[src/rtl/rxc_pkg.sv]
package rxc_pkg;
    // status word field positions (decoded by the host)
    localparam int TAG_LSB  = 0;
    localparam int CNT_LSB  = 4;
    localparam int LNK_BIT  = 16;
    // control word bit positions
    localparam int DRST_BIT = 17;
    localparam int IEN_BIT  = 18;
    localparam int CTL_W    = 32;
    localparam int STAT_W   = 32;
endpackage

[src/rtl/rxc_cfg.sv]
module rxc_cfg
    import rxc_pkg::*;
#(
    parameter int CLIM_W   = 8,
    parameter int TIME_W   = 8,
    parameter int DEF_CLIM = 16,
    parameter int DEF_TIME = 10,
    localparam int LIM_W   = CLIM_W + TIME_W
) (
    input  logic              clk,
    input  logic              rst_n,
    input  logic              set_we,
    input  logic              clr_we,
    input  logic [CTL_W-1:0]  wdata,
    input  logic              lim_we,
    input  logic [LIM_W-1:0]  lim_wdata,
    output logic              ien,
    output logic              drst,
    output logic [CLIM_W-1:0] clim,
    output logic [TIME_W-1:0] tlim
);
    typedef struct packed {
        logic              ien;
        logic              drst;
        logic [CLIM_W-1:0] clim;
        logic [TIME_W-1:0] tlim;
    } cfg_t;

    cfg_t s_d, s_q;

    logic unused_ctl_bits;
    assign unused_ctl_bits = ^{wdata[CTL_W-1:IEN_BIT+1], wdata[DRST_BIT-1:0]};

    always_comb begin
        s_d = s_q;
        if (set_we) begin
            if (wdata[IEN_BIT])  s_d.ien  = 1'b1;
            if (wdata[DRST_BIT]) s_d.drst = 1'b1;
        end
        if (clr_we) begin
            if (wdata[IEN_BIT])  s_d.ien  = 1'b0;
            if (wdata[DRST_BIT]) s_d.drst = 1'b0;
        end
        if (lim_we) begin
            s_d.clim = lim_wdata[CLIM_W-1:0];
            s_d.tlim = lim_wdata[LIM_W-1:CLIM_W];
        end
    end

    always_ff @(posedge clk or negedge rst_n) begin
        if (!rst_n) begin
            s_q.ien  <= 1'b0;
            s_q.drst <= 1'b1;
            s_q.clim <= CLIM_W'(DEF_CLIM);
            s_q.tlim <= TIME_W'(DEF_TIME);
        end else begin
            s_q <= s_d;
        end
    end

    assign ien  = s_q.ien;
    assign drst = s_q.drst;
    assign clim = s_q.clim;
    assign tlim = s_q.tlim;

    AST_CLR_WINS: assert property (@(posedge clk) disable iff (!rst_n)
        (set_we && clr_we && wdata[IEN_BIT]) |=> !ien);

endmodule

[src/rtl/rxc_window.sv]
module rxc_window #(
    parameter int CNT_W  = 7,
    parameter int CLIM_W = 8,
    parameter int TIME_W = 8
) (
    input  logic              clk,
    input  logic              rst_n,
    input  logic              msg_stb,
    input  logic              lnk_stb,
    input  logic              tick,
    input  logic              drst,
    input  logic              take,
    input  logic [CLIM_W-1:0] clim,
    input  logic [TIME_W-1:0] tlim,
    output logic [CNT_W-1:0]  cnt,
    output logic              lnk,
    output logic              hit
);
    localparam logic [CNT_W-1:0]  CNT_MAX = '1;
    localparam logic [TIME_W-1:0] TMR_MAX = '1;

    typedef struct packed {
        logic [CNT_W-1:0]  cnt;
        logic              lnk;
        logic [TIME_W-1:0] tmr;
    } win_t;

    win_t s_d, s_q, base;
    logic act_q, base_act, cnt_hit, tim_hit;

    always_comb begin
        act_q    = (s_q.cnt != '0) || s_q.lnk;
        cnt_hit  = (s_q.cnt != '0) && (32'(s_q.cnt) >= 32'(clim));
        tim_hit  = act_q && (32'(s_q.tmr) >= 32'(tlim));
        base     = take ? '0 : s_q;
        base_act = (base.cnt != '0) || base.lnk;
        s_d.cnt  = (msg_stb && base.cnt != CNT_MAX) ? base.cnt + 1'b1 : base.cnt;
        s_d.lnk  = base.lnk | lnk_stb;
        if (base_act)
            s_d.tmr = (tick && base.tmr != TMR_MAX) ? base.tmr + 1'b1 : base.tmr;
        else
            s_d.tmr = '0;
        if (drst) s_d = '0;
    end

    always_ff @(posedge clk or negedge rst_n) begin
        if (!rst_n) s_q <= '0;
        else        s_q <= s_d;
    end

    assign cnt = s_q.cnt;
    assign lnk = s_q.lnk;
    assign hit = cnt_hit || tim_hit;

    AST_CNT_SAT: assert property (@(posedge clk) disable iff (!rst_n)
        (s_q.cnt == CNT_MAX && !drst && !take) |=> (s_q.cnt == CNT_MAX));
    AST_DRST_CLEAR: assert property (@(posedge clk) disable iff (!rst_n)
        drst |=> (s_q.cnt == '0 && !s_q.lnk && s_q.tmr == '0));
    AST_TMR_IDLE: assert property (@(posedge clk) disable iff (!rst_n)
        (!act_q && !msg_stb && !lnk_stb) |=> (s_q.tmr == '0));

endmodule

[src/rtl/rxc_irq_coalescer.sv]
module rxc_irq_coalescer
    import rxc_pkg::*;
#(
    parameter int TAG_W    = 4,
    parameter int CNT_W    = 7,
    parameter int CLIM_W   = 8,
    parameter int TIME_W   = 8,
    parameter int DEF_CLIM = 16,
    parameter int DEF_TIME = 10,
    localparam int LIM_W   = CLIM_W + TIME_W
) (
    input  logic              clk,
    input  logic              rst_n,
    input  logic              msg_stb,
    input  logic              lnk_stb,
    input  logic              tick,
    input  logic              ctl_set_we,
    input  logic              ctl_clr_we,
    input  logic [CTL_W-1:0]  ctl_wdata,
    input  logic              lim_we,
    input  logic [LIM_W-1:0]  lim_wdata,
    input  logic              ack_we,
    input  logic [TAG_W-1:0]  ack_tag,
    output logic [STAT_W-1:0] stat_word,
    output logic              stat_wr,
    output logic              irq
);
    typedef struct packed {
        logic [TAG_W-1:0]  tag;
        logic              armed;
        logic              irq;
        logic              wr;
        logic [STAT_W-1:0] stat;
    } top_t;

    top_t s_d, s_q;

    logic              ien, drst, hit, fire, lnk;
    logic [CLIM_W-1:0] clim;
    logic [TIME_W-1:0] tlim;
    logic [CNT_W-1:0]  cnt;

    rxc_cfg #(
        .CLIM_W(CLIM_W), .TIME_W(TIME_W),
        .DEF_CLIM(DEF_CLIM), .DEF_TIME(DEF_TIME)
    ) u_cfg (
        .clk(clk), .rst_n(rst_n),
        .set_we(ctl_set_we), .clr_we(ctl_clr_we), .wdata(ctl_wdata),
        .lim_we(lim_we), .lim_wdata(lim_wdata),
        .ien(ien), .drst(drst), .clim(clim), .tlim(tlim)
    );

    rxc_window #(
        .CNT_W(CNT_W), .CLIM_W(CLIM_W), .TIME_W(TIME_W)
    ) u_win (
        .clk(clk), .rst_n(rst_n),
        .msg_stb(msg_stb), .lnk_stb(lnk_stb), .tick(tick),
        .drst(drst), .take(fire), .clim(clim), .tlim(tlim),
        .cnt(cnt), .lnk(lnk), .hit(hit)
    );

    assign fire = s_q.armed && ien && !drst && hit;

    always_comb begin
        s_d    = s_q;
        s_d.wr = 1'b0;
        if (fire) begin
            s_d.stat = '0;
            s_d.stat[TAG_LSB +: TAG_W] = s_q.tag;
            s_d.stat[CNT_LSB +: CNT_W] = cnt;
            s_d.stat[LNK_BIT]          = lnk;
            s_d.wr    = 1'b1;
            s_d.irq   = 1'b1;
            s_d.armed = 1'b0;
        end
        if (ack_we) begin
            s_d.tag   = ack_tag;
            s_d.armed = 1'b1;
            s_d.irq   = 1'b0;
        end
    end

    always_ff @(posedge clk or negedge rst_n) begin
        if (!rst_n) s_q <= '0;
        else        s_q <= s_d;
    end

    assign stat_word = s_q.stat;
    assign stat_wr   = s_q.wr;
    assign irq       = s_q.irq;

    AST_IRQ_HOLD: assert property (@(posedge clk) disable iff (!rst_n)
        (s_q.irq && !ack_we) |=> (s_q.irq && $stable(s_q.stat)));
    AST_ACK_TAG: assert property (@(posedge clk) disable iff (!rst_n)
        ack_we |=> (s_q.tag == $past(ack_tag) && !s_q.irq && s_q.armed));
    AST_NO_FIRE_DRST: assert property (@(posedge clk) disable iff (!rst_n)
        drst |=> !s_q.wr);
    AST_WR_PULSE: assert property (@(posedge clk) disable iff (!rst_n)
        s_q.wr |=> !s_q.wr);
    AST_NO_FIRE_IEN: assert property (@(posedge clk) disable iff (!rst_n)
        !ien |=> !s_q.wr);

endmodule

[config.mk]
export PLATFORM = sky130hd
export DESIGN_NAME = rxc_irq_coalescer
export DESIGN_NICKNAME = d
export VERILOG_FILES = /design/src/rtl/rxc_pkg.sv /design/src/rtl/rxc_cfg.sv /design/src/rtl/rxc_window.sv /design/src/rtl/rxc_irq_coalescer.sv
export SDC_FILE = /design/constraint.sdc
export NUM_CORES = 1
export LEC_CHECK = 0
export ABC_AREA = 1
export ABC_CLOCK_PERIOD_IN_PS = 4500
export BUFFER_PORTS_ARGS = -buffer_cell sky130_fd_sc_hd__buf_4
export CAP_MARGIN = 20
export CORE_UTILIZATION = 40
export DETAILED_ROUTE_END_ITERATION = 10
export GPL_ROUTABILITY_DRIVEN = 0
export SYNTH_ARGS = -nofsm -noshare
export SYNTH_HDL_FRONTEND = slang
export SYNTH_SLANG_ARGS = --single-unit
export TNS_END_PERCENT = 10
[constraint.sdc]
create_clock -name clk -period 4.5 [get_ports clk]
set_clock_uncertainty 0.05 [all_clocks]
set_input_delay 0.9 -clock clk [delete_from_list [all_inputs] [get_ports clk]]
set_output_delay 0.9 -clock clk [all_outputs]
set_load 0.02 [all_outputs]
# After elaboration in Yosys (flattened, before gate mapping)
# Cells that the tools add are included.
# W data, S select, Z words.
[totals]
reg_bits = 53
latchBits = 0
mem_bits_rw = 0
mem_bits_ro = 0
in_bits = 61
out_inout_bits = 34
wordCells = 46
n_memories = 0
[op_classes]
addsub = 2
n_mul = 0
div = 0
order_cmp = 2
eq_ne = 2
shift = 0
mux = 13
bitwise_logic = 1
reduce_logical = 14
[op_table]
columns = ["cell", "n"]
rows = [
  ["$mux W35", 1],
  ["$mux W16", 2],
  ["$mux W8", 2],
  ["$reduce_bool A7 Y1", 2],
  ["$add A8 B1 Y8 const B", 1],
  ["$ge A7 B8 Y1", 1],
  ["$ge A8 B8 Y1", 1],
  ["$ne A8 B8 Y1 const B", 1],
  ["$add A7 B1 Y7 const B", 1],
  ["$logic_and A1 B1 Y1", 7],
  ["$mux W7", 1],
  ["$ne A7 B7 Y1 const B", 1],
  ["$mux W2", 3],
  ["$mux W1", 4],
  ["$logic_or A1 B1 Y1", 3],
  ["$reduce_bool A2 Y1", 1],
  ["$logic_not A1 Y1", 1],
  ["$or A1 B1 Y1", 1],
]

# Depth between registers and ports, before layout
# Gate-level depths: netlist of the first run.
[logic_depth]
ltp_word = 11
ltp_mapped = 23
mapped_depth_nobuf = 23

# By module
# Synthesis of the first run repeated with hierarchy kept, for this count alone.
[hier_totals]
cells_unflattened = 432
hier_area_um2 = 3303.2
[by_module_without_submodules]
columns = ["module", "n_inst", "cells_per_inst", "area_each_um2", "seq_area_each_um2"]
rows = [
  ["rxc_window", 1, 237, 1544.0, 400.4],
  ["rxc_irq_coalescer", 1, 114, 1009.7, 475.5],
  ["rxc_cfg", 1, 81, 749.5, 455.4],
]

# Worst setup path after synthesis of the first run
# No wires, ideal clock.
[synth_path]
kind = "register -> register"
startpoint = "register, netlist name u_cfg.tlim[1]"
endpoint = "register u_win.s_q (netlist bit u_win.cnt[2])"
setup_ps = 117
t_arrival_ps = 2464
slack_ps = 1869
stages_incl_launch_ff = 23
path_buffers = 0
period_less_slack_ps = 2631
cell_sequence = "dfstp_2 > inv_1 > ha_1 > nand2_1 > nand3_1 > nand2_1 > nand2_1 > nand2_1 > nand2_1 > nand2_1 > nand2_1 > nand2_4 > inv_2 > nor2_1 > ha_1 > nand2_1 > nand3b_2 > nor2_1 > nor2_2 > nand2_1 > nand2_1 > nand2_1 > nor2_1"
[synth_rtl]
columns = ["element", "line", "source"]
rows = [
  ["end signal: assignment", "rxc_window.sv:47", "if (!rst_n) s_q <= '0;"],
  ["end signal: assignment", "rxc_window.sv:48", "else s_q <= s_d;"],
  ["end: declaration", "rxc_window.sv:28", "win_t s_d, s_q, base;"],
]

==> impl_metrics.csv, run 1 <==
group,metric,value,unit
outcome,status,"finished clean",
worst_hold_path,hp-start,"stat_word[16]",
finish,drive_gt1_share,18.40,%
critical_path,r2r_cells,20,
floorplan,rows,31,
drt,initialDrtViolationCount,129,
critical_path,r2r_end,"u_win.cnt[1]",
drt,dr.pass1.iters,4,
timing,fmax,296.2,MHz
clock_tree,cts_tree,"yes",
placed_design,io_buffers,44,
logic_synthesis,synth.avg_cell_area,7.955,um2
clock_tree,clockBufferDepth,2,
global_routing,gr-total-overflow,0,
logic_synthesis,synth_most_common_cell,"nand2_1",
drt,drc,0,
timing,fin_tns_setup,0,ns
logic_synthesis,synthTopCellsByArea,"dfrtp_1 (39%), nand2_1 (11%), buf_4 (7.9%), ha_1 (7.2%), inv_1 (6.8%)",
worst_hold_path,min_path_type,"flop to flop",
timing,setup_violations,0,
timing,hold_viol,0,
logic_synthesis,async_flop_share,100.0,%
clock_tree,postCtsSetupBuffers,0,
clock_tree,cts.sinks,53,
logic_synthesis,post-synth-top-area-cell,"dfrtp_1",
critical_path,r2r-start,"u_cfg.tlim[1]",
timing,slew_headroom,55.98,%
critical_path,r2r_setup_slack,1.12,ns
logic_synthesis,syn-cell-area,3134,um2
critical_path,cp_slowest_cell,"dfstp_2",
critical_path,startpoint,"u_cfg.tlim[1]",
logic_synthesis,seq_area_frac_synth,42.48,%
logic_synthesis,ys_ff_latch,53,
drt,routed_wl,5.656,mm
global_routing,antenna_found_initial,0,
logic_synthesis,synthTopCellsByCount,"nand2_1 (91), inv_1 (57), dfrtp_1 (49)",
critical_path,crit_required,4.65,ns
critical_path,cp.buffers_inverters,2,
timing,worstMarginPinSlew,0.6603,ns
clock_tree,cts_root_buffer,"clkbuf_8",
floorplan,die_area,8194,um2
critical_path,path_delay_family,"simple AND/OR/NAND/NOR gates",
critical_path,worstSetupPathType,"flop to flop",
power_and_ir_drop,p_leak,1.871,nW
critical_path,crit_arrival,3.53,ns
floorplan,initial_utilization,42.31,%
timing,holdWs,0.4482,ns
global_routing,grt_pass1_wl,9.977,mm
clock_tree,htree_levels,2,
clock_tree,cts-buffers-inserted,5,
floorplan,io_pins,95,
critical_path,critPathCaptureType,"flop",
critical_path,cp.depth,20,
clock_tree,ctsResizeCount,0,
logic_synthesis,synthCells,394,
finish,antennaDiodeCount,0,
placed_design,post-dp-hpwl,4.138,mm
clock_tree,clk_pin_slew,0.09,ns
logic_synthesis,synth_top_area_share,39.12,%
worst_hold_path,whs_path_depth,2,
clock_tree,clock_latency,0.30,ns
drt,via_per_inst,4.478,
logic_synthesis,ys_types,35,
timing,period_needed,3.376,ns
floorplan,core-area,7408,um2
drt,wire_per_inst,10.81,um
finish,synthToLayoutAreaGrowth,10.70,%
critical_path,path_cells,"inv_1 > ha_1 > nand2_1 > nand3_1 > nand2_1 > nand2_1 > nand2_1 > nand2_1 > nand2_1 > nand2_1 > nand2_4 > inv_2 > nor2_1 > ha_1 > nand2_1 > nand3b_2 > nor2_1 > nor2_2 > o21ai_0 > nor2_1",
critical_path,crit_path_max_incr_delay,0.53,ns
critical_path,crit_path_frequent_cell,"nand2_1",
global_routing,grt_max_degree,54,
timing,rsz0062_at_grt,"false",
critical_path,crit_path_max_fanout,45,
timing,fin_crit_sh,75.02,%
timing,slew_viol_final,0,
critical_path,critPathLaunchType,"flop",
floorplan,die-height,90.52,um
drt,final_antenna_net_count,0,
finish,fin_nets,502,
power_and_ir_drop,ir_drop,0.1531,mV
global_routing,grtUsageTotal,15.05,%
logic_synthesis,ys_warn_count,0,
logic_synthesis,synthFlopType,"dfrtp_1",
global_routing,grt_pass1_vias,2228,
clock_tree,cts_hold_buf,0,
run,maxCapViolations,0,
worst_hold_path,hold_end,"stat_word[16]",
floorplan,die_w,90.52,um
logic_synthesis,synth_edf_count,0,
power_and_ir_drop,p_per_area,362.5,nW/um2
drt,via_count,2342,
## stage by stage
| step | util [%] | cells | instance area, um2 | power [mW] | setup slack [ns] |
|---|---|---|---|---|---|
| after global placement | 45.53 | 515 | 3373 | 0.9843 | 1.098 |
| after CTS | 46.83 | 523 | 3470 | 1.278 | 1.088 |
| after floorplan | - | 413 | 3206 | 0.9200 | 1.869 |
| after global routing | 46.83 | 523 | 3470 | 1.353 | 0.6946 |
| after detailed placement | 45.53 | 515 | 3373 | 0.9938 | 1.127 |
| final | 46.83 | 523 | 3470 | 1.258 | 1.124 |
## where the power goes
part | switching (mW) | internal [mW]
logic | 0.225 | 0.150
clock network | 0.153 | 0.125
registers | 0.0514 | 0.553
## worst reg2reg max path: stages, from the launching register on
cell      delay, ns
dfstp_2        0.53
inv_1          0.05
ha_1           0.30
nand2_1        0.07
nand3_1        0.07
nand2_1        0.06
nand2_1        0.05
nand2_1        0.05
nand2_1        0.06
nand2_1        0.06
nand2_1        0.12
nand2_4        0.37
inv_2          0.21
nor2_1         0.21
ha_1           0.21
nand2_1        0.06
nand3b_2       0.26
nor2_1         0.16
nor2_2         0.09
o21ai_0        0.16
nor2_1         0.06
## cells in the final DEF (no fill, tap or decap)
cell type / n
mux2_2: 2
conb_1: 20
o21ai_1: 4
xor2_1: 3
nor2_2: 5
xnor2_1: 1
inv_2: 3
clkinv_4: 1
ha_1: 18
nand3_2: 1
nand3_1: 13
clkbuf_8: 6
dfrtp_1: 49
nor2_4: 1
a21oi_1: 11
inv_1: 57
clkinv_1: 1
o31ai_1: 1
o21a_1: 1
nor2_1: 30
nor3_2: 2
nor3_1: 1
o21ai_2: 1
nand2_2: 3
clkinv_2: 1
dfstp_2: 4
nand2_4: 2
o21bai_1: 1
nand3b_2: 2
nand3b_1: 1
nand4_1: 9
nand2_1: 91
o21ai_0: 34
buf_4: 44
## cells by family after synthesis
logic type      Yosys count  synth area share [%]
simple gates            161                 23.11
buf+inv                 102                 16.45
compound gates           53                 8.823
flops                    53                 42.48
fa+ha+maj                18                 7.186
xor+xnor                  4                 1.118
mux                       2                0.7185
other cells               1                0.1196
## sequential cells by signal, summed over array words and instances, names as in the netlist
signal,cells
u_cfg.drst,1
u_win.cnt,7
stat_wr,1
irq,1
u_win.lnk,1
stat_word,12
u_cfg.ien,1
s_q,5
u_win.s_q,8
u_cfg.tlim,8
u_cfg.clim,8
## worst max path at each step
stage / endpoint / slack [ns]
4_1_cts: u_win.cnt[1] / 1.09
3_5_place_dp: u_win.cnt[2] / 1.13
6_report: u_win.cnt[1] / 1.12
3_3_place_gp: u_win.cnt[3] / 1.10
2_1_floorplan: u_win.cnt[2] / 1.87
5_1_grt: u_win.cnt[3] / 0.69
## layer usage
layer / global-route usage (%) / vias to the layer above / wire length [um]
met3: 2.946 / 4 / 252
met2: 25.32 / 56 / 2592
met5: 0 / - / 0
li1: - / 1233 / -
met1: 19.54 / 1049 / 2745
met4: 4.435 / 0 / 66
## cell type report
cell class                      count  area [um2]
Fill cell                         731        3939
Multi-Input combinational cell    258        1359
Sequential cell                    53        1331
Timing Repair Buffer               44       330.3
Inverter                           61       229.0
Tap cell                           99       123.9
Clock buffer                        6       82.58
Clock inverter                      2       13.76
(Power assumes the default switching activity.)
==> run 2: changes to the inputs <==
--- a/config.mk
+++ b/config.mk
@@ -6,7 +6,7 @@
 export NUM_CORES = 1
 export LEC_CHECK = 0
 export ABC_AREA = 1
-export ABC_CLOCK_PERIOD_IN_PS = 4500
+export ABC_CLOCK_PERIOD_IN_PS = 3500
 export BUFFER_PORTS_ARGS = -buffer_cell sky130_fd_sc_hd__buf_4
 export CAP_MARGIN = 20
 export CORE_UTILIZATION = 40
==> constraint.sdc (replaced) <==
create_clock -name clk -period 3.5 [get_ports clk]
set_clock_uncertainty 0.05 [all_clocks]
set_input_delay 0.7 -clock clk [delete_from_list [all_inputs] [get_ports clk]]
set_output_delay 0.7 -clock clk [all_outputs]
set_load 0.02 [all_outputs]
==> impl_metrics.csv, run 2 (synthesized netlist as in run 1, its figures left out) <==
group,metric,value,unit
outcome,status,"finished clean",
clock_tree,cts_hold_buf,0,
floorplan,core-area,7408,um2
timing,fmax,337.4,MHz
timing,fin_tns_setup,0,ns
drt,final_antenna_net_count,0,
critical_path,crit_arrival,3.12,ns
run,maxCapViolations,0,
finish,fill_cells,716,
critical_path,crit_required,3.66,ns
critical_path,r2r_end,"u_win.cnt[3]",
worst_hold_path,min_path_type,"input pin to async pin",
timing,setup_violations,0,
timing,fin_crit_sh,84.67,%
timing,slew_viol_final,0,
timing,hold_viol,0,
finish,final_common_cell,"nand2_1",
drt,routed_wl,5.754,mm
clock_tree,cts-buffers-inserted,5,
clock_tree,clk_pin_slew,0.10,ns
finish,seqCellArea,1331,um2
finish,finalInstanceArea,3493,um2
drt,wire_per_inst,10.98,um
clock_tree,ctsResizeCount,0,
floorplan,die_area,8194,um2
finish,drive_gt1_share,18.59,%
drt,via_per_inst,4.502,
placed_design,post-dp-hpwl,4.188,mm
critical_path,r2r_cells,20,
placed_design,io_buffers,44,
floorplan,die_w,90.52,um
clock_tree,cts_root_buffer,"clkbuf_8",
drt,drc,0,
clock_tree,clockBufferDepth,2,
finish,antennaDiodeCount,0,
finish,most-common-layout-cells,"nand2_1 (91), inv_1 (57), dfrtp_1 (49)",
clock_tree,cts_tree,"yes",
power_and_ir_drop,p_switching,0.5718,mW
critical_path,r2r_setup_slack,0.54,ns
power_and_ir_drop,ir_drop,0.2192,mV
power_and_ir_drop,p_sw_share,33.80,%
finish,synthToLayoutAreaGrowth,11.46,%
timing,rsz0062_at_grt,"false",
finish,fin_nets,503,
clock_tree,cts.sinks,53,
power_and_ir_drop,p_leak,1.883,nW
critical_path,worstSetupPathType,"flop to flop",
critical_path,crit_path_max_fanout,10,
drt,initialDrtViolationCount,156,
critical_path,critPathCaptureType,"flop",
critical_path,r2r-start,"u_cfg.tlim[1]",
floorplan,io_pins,95,
global_routing,grt_max_degree,54,
timing,slew_headroom,55.34,%
timing,period_needed,2.964,ns
critical_path,critPathLaunchType,"flop",
power_and_ir_drop,combPwrFrac,28.6,%
finish,multi_input_area,1359,um2
drt,dr.pass1.iters,5,
drt,via_count,2359,
global_routing,antenna_found_initial,0,
placed_design,post_dp_cell_area,3381,um2
global_routing,gr-total-overflow,0,
power_and_ir_drop,p_int,1.120,mW
clock_tree,htree_levels,2,
floorplan,initial_utilization,42.31,%
timing,worstMarginPinSlew,0.6699,ns
power_and_ir_drop,seqPwrFrac,45.9,%
clock_tree,clock_latency,0.31,ns
floorplan,rows,31,
global_routing,grtUsageTotal,15.16,%
power_and_ir_drop,pwr-share-clk,25.5,%
floorplan,die-height,90.52,um
power_and_ir_drop,p_per_area,484.2,nW/um2
global_routing,grt_pass1_wl,10.08,mm
global_routing,grt_pass1_vias,2184,
clock_tree,postCtsSetupBuffers,0,
finish,largest_reg_flops,12,
==> run 2: area by class of cell <==
class / count / area share [%]
Tap cell: 99 / 3.546
Clock buffer: 5 / 1.970
Timing Repair Buffer: 45 / 9.670
Multi-Input combinational cell: 258 / 38.90
Clock inverter: 3 / 1.254
Sequential cell: 53 / 38.11
Inverter: 61 / 6.554
==> run 2: through the flow <==
| stage | utilization, % | cells | hold WS (ns) | total power, mW | setup slack, ns |
|---|---|---|---|---|---|
| 6_report | 47.15 | 524 | 0.3504 | 1.691 | 0.5365 |
| 5_1_grt | 47.15 | 524 | 0.4282 | 1.805 | 0.1874 |
| 4_1_cts | 47.15 | 524 | 0.3995 | 1.709 | 0.5344 |
| 3_5_place_dp | 45.63 | 516 | 0.4304 | 1.279 | 0.5607 |
| 3_3_place_gp | 45.63 | 516 | 0.4207 | 1.266 | 0.5830 |
| 2_1_floorplan | - | 413 | 0.3544 | 1.183 | 0.8691 |
==> run 2: power groups by stage <==
stage	Combinational (mW)	Sequential, mW	Clock, mW
2_1_floorplan	0.413	0.769	0
3_3_place_gp	0.480	0.786	0
3_5_place_dp	0.489	0.790	0
4_1_cts	0.491	0.778	0.440
5_1_grt	0.547	0.791	0.467
6_report	0.483	0.776	0.432
==> run 2: metal layers <==
layer	vias to the layer above	part of all wire, %	routed length, um	GRT usage (%)
li1	1230	-	-	-
met1	1068	49	2813	20.73
met2	55	45	2605	24.24
met3	6	4.6	263	3.030
met4	0	1.2	71	4.435
met5	-	0	0	0
==> run 2: worst max path at each step <==
stage | startpoint | end | slack (ns) | cells after the start
global placement | u_cfg.tlim[1] | u_win.cnt[3] | 0.58 | 20
floorplan | u_cfg.tlim[1] | u_win.cnt[2] | 0.87 | 22
global route | u_cfg.tlim[1] | u_win.cnt[2] | 0.19 | 22
CTS | u_cfg.tlim[1] | u_win.cnt[5] | 0.53 | 20
finish | u_cfg.tlim[1] | u_win.cnt[3] | 0.54 | 20
detailed placement | u_cfg.tlim[1] | u_win.cnt[5] | 0.56 | 20
==> run 2: worst max-delay path, cell delays in order (launching register included) <==
cell	delay (ns)
dfstp_2	0.53
inv_1	0.05
ha_1	0.30
nand2_1	0.07
nand3_1	0.07
nand2_1	0.06
nand2_1	0.05
nand2_1	0.06
nand2_1	0.06
nand2_1	0.06
nand2_1	0.11
nand2_4	0.08
inv_2	0.10
nor2_1	0.20
ha_1	0.21
nand2_1	0.05
nand3b_2	0.26
o21ai_2	0.29
nand2_1	0.08
nand2_1	0.07
nor2_1	0.04
